**config.mk**
```make
export PLATFORM = sky130hd
export DESIGN_NAME = clkratio_seq
export DESIGN_NICKNAME = d
export VERILOG_FILES = /design/src/rtl/clkratio_pkg.sv /design/src/rtl/cr_range_check.sv /design/src/rtl/cr_down_counter.sv /design/src/rtl/clkratio_seq.sv
export SDC_FILE = /design/constraint.sdc
export NUM_CORES = 1
export LEC_CHECK = 0
export ABC_AREA = 1
export BUFFER_PORTS_ARGS = -buffer_cell sky130_fd_sc_hd__clkbuf_2
export CAP_MARGIN = 20
export CORE_UTILIZATION = 51
export DETAILED_ROUTE_END_ITERATION = 10
export MAX_ROUTING_LAYER = met4
export PLACE_DENSITY = 0.77
export SLEW_MARGIN = 20
export SYNTH_ARGS = -nofsm -noshare
export SYNTH_HDL_FRONTEND = slang
export SYNTH_SLANG_ARGS = --single-unit
```
**constraint.sdc**
```tcl
create_clock -name clk -period 4.77 [get_ports clk]
set_input_delay 0.954 -clock clk [delete_from_list [all_inputs] [get_ports clk]]
set_output_delay 0.954 -clock clk [all_outputs]
set_load 0.02 [all_outputs]
```
**src/rtl/clkratio_pkg.sv**
```systemverilog
// Shared types for the clock-ratio change sequencer.
// Assumes: one state register, Moore-style outputs decoded from it.
package clkratio_pkg;

    typedef enum logic [3:0] {
        ST_IDLE,
        ST_ODT_OFF,
        ST_PD_ENTER,
        ST_DIV_SET,
        ST_WAIT_CLK,
        ST_GUARD,
        ST_PD_EXIT,
        ST_DLL_RST,
        ST_WAIT_LOCK,
        ST_EXTRA_MRS,
        ST_FINISH
    } seq_state_e;

    localparam logic MRS_DLL_RESET = 1'b0;
    localparam logic MRS_REPROGRAM = 1'b1;

endpackage

```
**src/rtl/cr_range_check.sv**
```systemverilog
// Inclusive bound check of a divider value.
// Assumes: lo <= hi is the caller's concern; unsigned compare.
module cr_range_check #(
    parameter int W = 8
) (
    input  logic [W-1:0] value,
    input  logic [W-1:0] lo,
    input  logic [W-1:0] hi,
    output logic         in_range
);

    // Value is legal when it lies on or between both bounds.
    always_comb in_range = (value >= lo) && (value <= hi);

endmodule

```
**src/rtl/cr_down_counter.sv**
```systemverilog
// Loadable down-counter that saturates at zero.
// Assumes: load has priority over decrement.
module cr_down_counter #(
    parameter int W = 8
) (
    input  logic         clk,
    input  logic         rst_n,
    input  logic         load,
    input  logic [W-1:0] load_val,
    input  logic         dec,
    output logic         is_zero
);

    logic [W-1:0] cnt_q;

    // Load a fresh window or count down one step per enable.
    always_ff @(posedge clk) begin
        if (!rst_n)
            cnt_q <= '0;
        else if (load)
            cnt_q <= load_val;
        else if (dec && (cnt_q != '0))
            cnt_q <= cnt_q - 1'b1;
    end

    // Flag the expired window.
    always_comb is_zero = (cnt_q == '0);

endmodule

```
**src/rtl/clkratio_seq.sv**
```systemverilog
// Clock-ratio change sequencer for a DDR2 controller.
// Orders termination-off, power-down entry, divider strobe, clock-stable
// wait, tick guard, power-down exit, DLL reset, lock wait with timeout and
// an optional reprogramming command. Assumes ddr_tick is a one-cycle pulse
// per DDR clock, and that mrs_ack is a pulse answering a held mrs_req.
module clkratio_seq
    import clkratio_pkg::*;
#(
    parameter int DIV_W        = 8,
    parameter int GUARD_TICKS  = 2,
    parameter int LOCK_TIMEOUT = 64
) (
    input  logic             clk,
    input  logic             rst_n,
    input  logic             req_valid,
    output logic             req_ready,
    input  logic [DIV_W-1:0] req_div,
    input  logic [DIV_W-1:0] div_min,
    input  logic [DIV_W-1:0] div_max,
    input  logic             extra_mrs_en,
    input  logic             odt_en_cfg,
    input  logic             ddr_tick,
    input  logic             clk_stable,
    input  logic             dll_locked,
    input  logic             mrs_ack,
    output logic             odt,
    output logic             cke,
    output logic             div_update,
    output logic [DIV_W-1:0] div_value,
    output logic             mrs_req,
    output logic             mrs_sel,
    output logic             busy,
    output logic             done,
    output logic             err
);

    localparam int CNT_MAX = (GUARD_TICKS > LOCK_TIMEOUT) ? GUARD_TICKS : LOCK_TIMEOUT;
    localparam int CNT_W   = $clog2(CNT_MAX + 1);

    seq_state_e       state_q, state_d;
    logic [DIV_W-1:0] div_q;
    logic             extra_q;
    logic             err_q;
    logic             in_range;
    logic             accept, reject;
    logic             guard_zero, tmo_zero;
    logic             lock_fail;

    cr_range_check #(.W(DIV_W)) u_range (
        .value    (req_div),
        .lo       (div_min),
        .hi       (div_max),
        .in_range (in_range)
    );

    cr_down_counter #(.W(CNT_W)) u_guard (
        .clk      (clk),
        .rst_n    (rst_n),
        .load     ((state_q == ST_WAIT_CLK) && clk_stable),
        .load_val (CNT_W'(GUARD_TICKS)),
        .dec      ((state_q == ST_GUARD) && ddr_tick),
        .is_zero  (guard_zero)
    );

    cr_down_counter #(.W(CNT_W)) u_timeout (
        .clk      (clk),
        .rst_n    (rst_n),
        .load     ((state_q == ST_DLL_RST) && mrs_ack),
        .load_val (CNT_W'(LOCK_TIMEOUT)),
        .dec      (state_q == ST_WAIT_LOCK),
        .is_zero  (tmo_zero)
    );

    // Classify an offered request while idle.
    always_comb begin
        accept    = (state_q == ST_IDLE) && req_valid && in_range;
        reject    = (state_q == ST_IDLE) && req_valid && !in_range;
        lock_fail = (state_q == ST_WAIT_LOCK) && !dll_locked && tmo_zero;
    end

    // Next-state selection for the fixed ordering.
    always_comb begin
        state_d = state_q;
        unique case (state_q)
            ST_IDLE:      if (accept) state_d = ST_ODT_OFF;
            ST_ODT_OFF:   state_d = ST_PD_ENTER;
            ST_PD_ENTER:  state_d = ST_DIV_SET;
            ST_DIV_SET:   state_d = ST_WAIT_CLK;
            ST_WAIT_CLK:  if (clk_stable) state_d = ST_GUARD;
            ST_GUARD:     if (guard_zero) state_d = ST_PD_EXIT;
            ST_PD_EXIT:   state_d = ST_DLL_RST;
            ST_DLL_RST:   if (mrs_ack) state_d = ST_WAIT_LOCK;
            ST_WAIT_LOCK: begin
                if (dll_locked)
                    state_d = extra_q ? ST_EXTRA_MRS : ST_FINISH;
                else if (tmo_zero)
                    state_d = ST_IDLE;
            end
            ST_EXTRA_MRS: if (mrs_ack) state_d = ST_FINISH;
            ST_FINISH:    state_d = ST_IDLE;
            default:      state_d = ST_IDLE;
        endcase
    end

    // State, latched request fields and error pulse.
    always_ff @(posedge clk) begin
        if (!rst_n) begin
            state_q <= ST_IDLE;
            div_q   <= '0;
            extra_q <= 1'b0;
            err_q   <= 1'b0;
        end else begin
            state_q <= state_d;
            err_q   <= reject || lock_fail;
            if (accept) begin
                div_q   <= req_div;
                extra_q <= extra_mrs_en;
            end
        end
    end

    // Decode the DRAM-side controls from the current state.
    always_comb begin
        req_ready  = (state_q == ST_IDLE);
        busy       = (state_q != ST_IDLE);
        odt        = ((state_q == ST_IDLE) || (state_q == ST_FINISH)) ? odt_en_cfg : 1'b0;
        cke        = !((state_q == ST_PD_ENTER) || (state_q == ST_DIV_SET) ||
                       (state_q == ST_WAIT_CLK) || (state_q == ST_GUARD));
        div_update = (state_q == ST_DIV_SET);
        div_value  = div_q;
        mrs_req    = (state_q == ST_DLL_RST) || (state_q == ST_EXTRA_MRS);
        mrs_sel    = (state_q == ST_EXTRA_MRS) ? MRS_REPROGRAM : MRS_DLL_RESET;
        done       = (state_q == ST_FINISH);
        err        = err_q;
    end

endmodule

```
==> flow_summary_export.csv, run 1 <==
group,metric,value,unit
power_and_ir_drop,max-vdd-ir-drop,0.150,mV
die,initial_core_util,53.7,%
yosys,synthDistinctLibCells,30,
final_layout,multiInputGateArea,1150,sq um
die,dieArea,4130,sq um
run,cap_viol_max_count,0,
clock_tree,clock-sinks,28,
yosys,synth_top_cell_by_area,"dfxtp_1",
min_path,hold_path.class,"reg2reg",
drt,drtAntennaViolNets,0,
clock_tree,postCtsSetupBuffers,0,
power_and_ir_drop,p_leak,1.22,nW
yosys,netlist_area,1980,sq um
sta,worstMarginPinSlew,0.379,ns
sta,relSlewSlack,74.5,%
drt,wl_per_cell,9.61,um
drt,wirelength,3.76,mm
clock_tree,clk_latency,0.27,ns
final_layout,fillerInstances,365,
sta,hold_ws,0.447,ns
sta,maxSlewViolCount,0,
sta,finalSetupViolCount,0,
grt,grt_overflow,0,
final_layout,final_core_util,63.0,%
grt,grt_max_degree,20,
yosys,ys_ff_latch,28,
setup_path,worstPathRequired,3.82,ns
grt,grt_pass1_vias,1629,
yosys,ys_warn_count,0,
yosys,synth_edf_count,0,
clock_tree,cts_buffers,3,
placed_design,globalplace.congestion,0.810,
grt,grt_pass1_wl,6.70,mm
setup_path,setup.worst_path.class,"reg2out",
clock_tree,postCtsHoldBufs,0,
clock_tree,cts.path.max_buffers,2,
clock_tree,cts_tree,"done",
drt,drc,0,
placed_design,hpwl,3.08,mm
sta,period_share,50.7,%
yosys,synth_top_area_share,28.3,%
setup_path,cp-end-kind,"primary output",
drt,first_pass_iters,4,
sta,skew,0.00397,ns
sta,grt_setup_unrepaired,"false",
setup_path,start_kind,"register",
die,rows,22,
final_layout,layout.nets,397,
grt,antenna_found_initial,0,
die,die_w,64.3,um
yosys,synth-async-reset-ratio,0,%
final_layout,syn_to_final_growth,17.4,%
die,coreArea,3690,sq um
drt,first_iter_violations,66,
final_layout,num_antenna_cells,0,
sta,fmax,0.413,GHz
drt,via_per_inst,4.81,
yosys,netlist_instances,292,
power_and_ir_drop,powerDensity,340,nW/um^2
sta,finalSetupTns,0,ns
placed_design,io_buffers,49,
yosys,syn_nets,345,
clock_tree,clk_pin_slew,0.09,ns
setup_path,crit_fanout,6,
sta,finalHoldViolations,0,
yosys,synth_ff_type,"dfxtp_1",
clock_tree,post_cts_resized,0,
drt,num_vias,1882,
yosys,ys_seq_area_share,28.3,%
grt,grt_use_total,20.9,%
die,die_y,64.3,um
power_and_ir_drop,p_total,790,uW
final_layout,ff_latch_area,561,sq um
clock_tree,htreeDepth,1,
sta,min_period,2.42,ns
yosys,syn_area_per_cell,6.78,sq um
run_status,status,"finished clean",
clock_tree,clk_root_buffer_cell,"clkbuf_8",
yosys,synth.area.top_cells,"dfxtp_1 (28%), ha_1 (13%), inv_1 (12%), nand2_1 (11%), a21oi_1 (7.1%)",
final_layout,drive_above_1_share,21.9,%
die,io_pins,50,
setup_path,critPathArrivalTime,1.47,ns
cell families after synthesis:
| logic type | after synthesis | share of synthesized area [%] |
|---|---|---|
| AOI/OAI and AO/OA | 49 | 13.5 |
| DFF | 28 | 28.3 |
| adders and majority gates | 20 | 12.6 |
| and+or+nand+nor | 124 | 31.0 |
| buffers and inverters | 69 | 13.7 |
| xor gates and xnor gates | 2 | 0.885 |
routing by layer:
| layer | share of wire [%] | track usage, % |
|---|---|---|
| met4 | 1.4 | 6.67 |
| met2 | 44 | 33.7 |
| met1 | 49 | 26.8 |
| met5 | 0 | - |
| met3 | 5.0 | 3.04 |
synthesized netlist by cell type (all sizes together), types with 2 or more instances:
master	instances
xor2	2
o21a	2
o22ai	2
o21ai	13
nand3	16
o211ai	2
inv	67
nor2	35
nand4	4
a21oi	28
nor3b	3
dfxtp	28
nand2	61
ha	20
nor3	4
path summary, 6_finish.rpt:
kind                                   start      endpoint  slack, ns  cells past startpoint
worst max register to register    state_q[0]    state_q[2]       3.07                     10
worst min register to register  div_value[3]  div_value[3]       0.45                      2
worst min-delay path            div_value[3]  div_value[3]       0.45                      2
worst max-delay path              state_q[0]           odt       2.35                      5
cell usage in the layout (no fill, tap or decap):
cell type,n
o211ai_1,2
nand3_4,1
nor3b_1,2
nand3_1,15
nor2_2,4
a21o_1,1
dfxtp_1,28
clkbuf_8,4
o21ai_2,1
o21a_1,2
nor3_4,1
ha_1,20
nor2_4,5
nor2_1,26
o21ai_0,12
inv_2,2
nor3_1,3
o22ai_1,2
nor4_1,1
clkbuf_2,49
inv_1,63
nand4_1,4
a21oi_1,28
nor3b_2,1
inv_4,2
nand2_1,56
nand2_2,3
xor2_1,2
a211oi_1,1
nand2_4,2
state kept, by name, summed over array words and instances, names as in the netlist:
register         count
u_timeout.cnt_q      7
u_guard.cnt_q        7
state_q              4
extra_q              1
div_value            8
err                  1
stage by stage:
stage | cell area (sq um) | worst slack (ns) | std cells
after floorplan | 1980 | 2.45 | 292
after global placement | 2270 | 2.26 | 387
after detailed placement | 2270 | 2.24 | 387
after CTS | 2320 | 2.35 | 391
after global routing | 2320 | 2.26 | 391
final | 2320 | 2.35 | 391
report_power, final:
group / switching [mW] / leakage [nW] / total (mW) / internal, mW
Clock: 0.0712 / 0.0288 / 0.145 / 0.0739
Sequential: 0.0308 / 0.227 / 0.292 / 0.261
Combinational: 0.226 / 0.963 / 0.353 / 0.127
final cells by class:
class,count,area share (%)
Clock buffer,4,2.37
Inverter,67,11.0
Sequential cell,28,24.1
Timing Repair Buffer,49,10.5
Tap cell,48,2.58
Multi-Input combinational cell,195,49.4
worst max-delay path, cell delays in order (launching register included):
cell	delay, ns
dfxtp_1	0.42
nor2_4	0.20
inv_2	0.06
nor2_4	0.20
o21a_1	0.15
clkbuf_2	0.16
(Power assumes the default switching activity.)
==> inputs of run 2 (changes only) <==
Clock period 4.77 ns to 2.3 ns, I/O delays scaled along.
==> run 2 against run 1 <==
  * Power grew 100%
  * First-iteration DRC count grew 20%
  * Critical endpoint unchanged
  * Sequential power grew 110%
  * Highest routed layer unchanged
==> flow_summary_export.csv, run 2 (same netlist as run 1, synthesis figures left out) <==
group,metric,value,unit
sta,min_period,1.92,ns
sta,finalSetupViolCount,0,
run,cap_viol_max_count,0,
clock_tree,clk_root_buffer_cell,"clkbuf_8",
sta,relSlewSlack,72.8,%
grt,grt_pass1_vias,1587,
drt,drtAntennaViolNets,0,
clock_tree,htreeDepth,1,
die,initial_core_util,53.7,%
grt,grt_overflow,0,
sta,maxSlewViolCount,0,
setup_path,setup.worst_path.class,"reg2out",
die,rows,22,
die,io_pins,50,
sta,finalHoldViolations,0,
die,coreArea,3690,sq um
grt,grt_max_degree,20,
clock_tree,clk_latency,0.27,ns
sta,skew,0.00221,ns
placed_design,place_inst,387,
setup_path,worstPathRequired,1.84,ns
drt,drc,0,
placed_design,io_buffers,49,
placed_design,pre_cts_slack,0.254,ns
placed_design,placed_area,2270,sq um
final_layout,syn_to_final_growth,16.8,%
power_and_ir_drop,p_leak,1.21,nW
drt,first_iter_violations,79,
sta,worstMarginPinSlew,0.406,ns
sta,layout_setup_ws,0.385,ns
placed_design,globalplace.congestion,0.810,
run_status,status,"finished clean",
die,die_y,64.3,um
min_path,hold_path.class,"reg2reg",
die,dieArea,4130,sq um
clock_tree,cts.path.max_buffers,2,
final_layout,final_core_util,62.7,%
final_layout,layout_commonest_cell,"inv_1",
power_and_ir_drop,p_total,1.60,mW
clock_tree,cts_buffers,3,
sta,finalSetupTns,0,ns
drt,num_vias,1885,
sta,fmax,0.522,GHz
sta,hold_ws,0.449,ns
placed_design,hpwl,3.07,mm
clock_tree,postCtsSetupBuffers,0,
final_layout,largest_reg_flops,8,
final_layout,num_antenna_cells,0,
sta,grt_setup_unrepaired,"false",
drt,via_per_inst,4.83,
drt,first_pass_iters,4,
min_path,hold_depth,2,
final_layout,drive_above_1_share,21.6,%
sta,period_share,83.3,%
clock_tree,cts_tree,"done",
setup_path,reg2reg_depth,10,
clock_tree,post_cts_resized,0,
setup_path,critPathArrivalTime,1.46,ns
clock_tree,clk_pin_slew,0.09,ns
final_layout,design_area,2310,sq um
drt,wirelength,3.68,mm
setup_path,cp-end-kind,"primary output",
setup_path,start_kind,"register",
clock_tree,postCtsHoldBufs,0,
final_layout,layoutNonFillerInstCount,390,
grt,antenna_found_initial,0,
final_layout,layout.nets,397,
die,die_w,64.3,um
final_layout,final_cell_mix,"inv_1 (63), nand2_1 (56), clkbuf_2 (49)",
setup_path,r2r_end,"state_q[0]",
setup_path,r2r_slack,0.61,ns
clock_tree,clock-sinks,28,
power_and_ir_drop,max-vdd-ir-drop,0.358,mV
min_path,hp-start,"div_value[6]",
drt,wl_per_cell,9.42,um
grt,grt_pass1_wl,6.34,mm
setup_path,crit_fanout,6,
setup_path,regToRegStartpoint,"state_q[0]",
min_path,whs_endpoint,"div_value[6]",
power_and_ir_drop,powerDensity,690,nW/um^2
grt,grt_use_total,20.2,%
[run 2: power by group]
group / switching, mW / internal, mW / leakage, nW
Sequential: 0.0609 / 0.541 / 0.227
Combinational: 0.471 / 0.263 / 0.963
Clock: 0.142 / 0.118 / 0.0216
[run 2: final cells by class]
| type | instances | area, sq um |
|---|---|---|
| inverter | 67 | 256 |
| multi-input combinational | 195 | 1150 |
| clock buffer | 3 | 41.3 |
| timing repair buffer | 49 | 245 |
| sequential | 28 | 561 |
| fill | 371 | 1380 |
| tap | 48 | 60.1 |
[run 2: per-layer routing]
metal	GRT usage [%]	vias up	share of wire (%)
met2	32.2	50	44
li1	-	1030	-
met3	3.39	5	5.5
met1	24.5	800	48
met5	-	-	0
met4	9.72	0	2.1
[run 2: how the worst max path moves through the flow]
stage	from	end	depth (start not counted)
finish	state_q[0]	odt	5
global route	state_q[0]	odt	5
CTS	state_q[0]	odt	5
detailed placement	req_div[7]	state_q[3]	11
global placement	req_div[7]	state_q[1]	11
floorplan	state_q[1]	odt	3
[run 2: critical path: stages, from the launching register on]
cell and delay [ns]:
dfxtp_1 0.41, nor2_4 0.19, inv_2 0.06, nor2_4 0.21
o21a_1 0.16, clkbuf_2 0.16
==> inputs of run 3 (changes only) <==
Settings changed: CORE_UTILIZATION 51 to 48, PLACE_DENSITY 0.77 to 0.76.
Clock period 2.3 ns to 1.5 ns, I/O delays scaled along.
==> run 3 against run 2 <==
  * The flow now finishes with violations (setup timing)
  * Non-clock buffer count increased by 48
  * Combinational power increased to 2.9 times the previous value
  * Critical path type unchanged
  * Highest routed layer unchanged
  * Hold slack worse by 0.14 ns
  * Register-to-register slack lost 0.79 ns
  * Worst setup slack got worse by 0.59 ns
  * Sequential cell count stayed put
  * First-iteration DRC count is 75% higher
  * Via count grew 23%
  * Largest power group unchanged
  * Critical path depth increased by 2
  * Sequential share of layout area fell by 5.1 points
==> flow_summary_export.csv, run 3 (same netlist as run 1, synthesis figures left out) <==
group,metric,value,unit
grt,antenna_found_initial,0,
placed_design,globalplace.congestion,0.865,
clock_tree,htreeDepth,1,
run_status,status,"finished, violations left",
sta,finalSetupTns,-2.08,ns
die,die_y,66.2,um
setup_path,crit_fanout,4,
min_path,hold_path.class,"in2reg",
placed_design,pre_cts_slack,-0.331,ns
setup_path,reg2reg_depth,12,
sta,skew,0.0116,ns
clock_tree,cts_buffers,3,
setup_path,r2r_slack,-0.18,ns
power_and_ir_drop,p_leak,1.53,nW
setup_path,r2r_end,"state_q[0]",
final_layout,drive_above_1_share,45.0,%
sta,worstMarginPinSlew,0.344,ns
power_and_ir_drop,seqPwrFrac,26.0,%
drt,first_iter_violations,138,
die,initial_core_util,52.1,%
grt,grt_pass1_wl,8.69,mm
grt,grt_overflow,0,
setup_path,worstPathRequired,1.20,ns
setup_path,setup.worst_path.class,"reg2out",
die,rows,22,
sta,fmax,0.585,GHz
final_layout,syn_to_final_growth,52.5,%
power_and_ir_drop,share_clk_of_total_power,16.8,%
final_layout,num_antenna_cells,0,
die,coreArea,3800,sq um
setup_path,regToRegStartpoint,"state_q[1]",
grt,grt_pass1_vias,2020,
drt,first_pass_iters,4,
run,cap_viol_max_count,0,
drt,wl_per_cell,14.3,um
power_and_ir_drop,netSwitchingFraction,40.9,%
drt,drc,0,
sta,min_period,1.71,ns
run_status,violations,"setup timing",
power_and_ir_drop,p_sw,1.50,mW
sta,grt_setup_unrepaired,"true",
grt,grt_use_total,26.2,%
clock_tree,clk_latency,0.29,ns
clock_tree,cts.path.max_buffers,2,
die,io_pins,50,
setup_path,cp-end-kind,"primary output",
placed_design,hpwl,3.65,mm
power_and_ir_drop,intPower,2.17,mW
final_layout,largest_reg_flops,8,
drt,drtAntennaViolNets,0,
min_path,whs_endpoint,"div_value[5]",
setup_path,crit_chain,"nor2_4 -> buf_4 -> buf_6 -> nand2_2 -> o211ai_1 -> inv_1 -> clkbuf_8",
setup_path,start_kind,"register",
die,die_w,66.2,um
clock_tree,clk_pin_slew,0.11,ns
final_layout,final_cell_mix,"inv_1 (56), nand2_1 (48), clkbuf_2 (41)",
placed_design,io_buffers,49,
min_path,hold_depth,3,
final_layout,layout_commonest_cell,"inv_1",
power_and_ir_drop,powerDensity,1220,nW/um^2
drt,wirelength,6.32,mm
drt,via_per_inst,5.26,
setup_path,crit_slowest_cell,"dfxtp_4",
final_layout,layout.nets,447,
clock_tree,clk_root_buffer_cell,"clkbuf_8",
setup_path,max_stage_delay,0.38,ns
clock_tree,clock-sinks,28,
grt,grt_max_degree,17,
power_and_ir_drop,power_frac_comb,57.2,%
sta,relSlewSlack,76.9,%
power_and_ir_drop,max-vdd-ir-drop,0.558,mV
sta,maxSlewViolCount,0,
sta,layout_setup_ws,-0.208,ns
die,dieArea,4380,sq um
sta,finalHoldViolations,0,
sta,period_share,114,%
sta,finalSetupViolCount,23,
clock_tree,cts_tree,"done",
drt,num_vias,2321,
min_path,hp-start,"req_div[5]",
setup_path,critPathArrivalTime,1.41,ns
==> run 3: changes by cell type in the layout (fill, tap and decap cells not counted), moves of 6 or more <==
cell	change
buf_4	+38
dfxtp_1	-8
nand2_2	+7
nand2_1	-8
o21ai_0	-10
buf_6	+15
nor2_1	-7
inv_2	+7
clkbuf_2	-8
inv_1	-7
nand3_1	-6
nand3_2	+7
==> run 3: worst max path at each step <==
stage	startpoint	to	slack [ns]	cells after the start
2_1_floorplan	div_max[7]	div_value[7]	-0.001	10
3_3_place_gp	req_div[7]	state_q[0]	-0.26	11
3_5_place_dp	req_div[7]	state_q[1]	-0.33	11
4_1_cts	state_q[0]	odt	-0.16	6
5_1_grt	state_q[1]	cke	-0.26	7
6_report	state_q[1]	cke	-0.21	7
==> run 3: layer usage <==
| metal | wire, um | vias to the layer above | GRT usage (%) | share of wire [%] |
|---|---|---|---|---|
| met5 | 0 | - | - | 0 |
| met4 | 170 | 0 | 7.71 | 2.7 |
| met3 | 316 | 20 | 2.07 | 5.0 |
| met2 | 3270 | 110 | 49.0 | 52 |
| met1 | 2570 | 1061 | 29.3 | 41 |
| li1 | - | 1130 | - | - |
==> run 3: power groups by stage <==
stage               Clock [mW]  Combinational [mW]  Sequential [mW]
finish                   0.619                2.10            0.955
detailed placement           0                1.34            0.943
global placement             0                1.30            0.940
floorplan                    0               0.821            0.975
CTS                      0.611                1.61            0.933
global route             0.648                2.24            0.965
==> run 3: critical path, delay by kind of cell, from the launching register on <==
kind	cells	cell delay [ns]
flops	1	0.38
simple gates	2	0.19
compound gates	1	0.09
buf+inv	4	0.45
==> run 3: final cells by class <==
class / count / area, sq um
inverter: 67 / 256
clock buffer: 3 / 41.3
tap: 48 / 60.1
multi-input combinational: 197 / 1350
clock inverter: 1 / 30.0
timing repair buffer: 97 / 701
sequential: 28 / 578
fill: 237 / 781
==> run 3: through the flow <==
| step | hold slack (ns) | instance area (sq um) | cells | utilization, % | total power [mW] |
|---|---|---|---|---|---|
| detailed placement | 0.440 | 2540 | 421 | 66.8 | 2.28 |
| finish | 0.310 | 3020 | 441 | 79.4 | 3.68 |
| global placement | 0.433 | 2540 | 421 | 66.8 | 2.23 |
| floorplan | 0.438 | 1990 | 292 | - | 1.80 |
| CTS | 0.305 | 2760 | 433 | 72.7 | 3.16 |
| global route | 0.310 | 3020 | 441 | 79.4 | 3.85 |
==> run 3: repair_timing <==
item / 4_1_cts / 5_1_grt
pin swaps: 12 / 23
hold buffers: 0 / 0
resized for setup: 26 / 71
buffers inserted: 7 / 8
hold endpoints to repair: 0 / 0
endpoints found under the setup margin: 14 / 34
gates cloned: 2 / 0
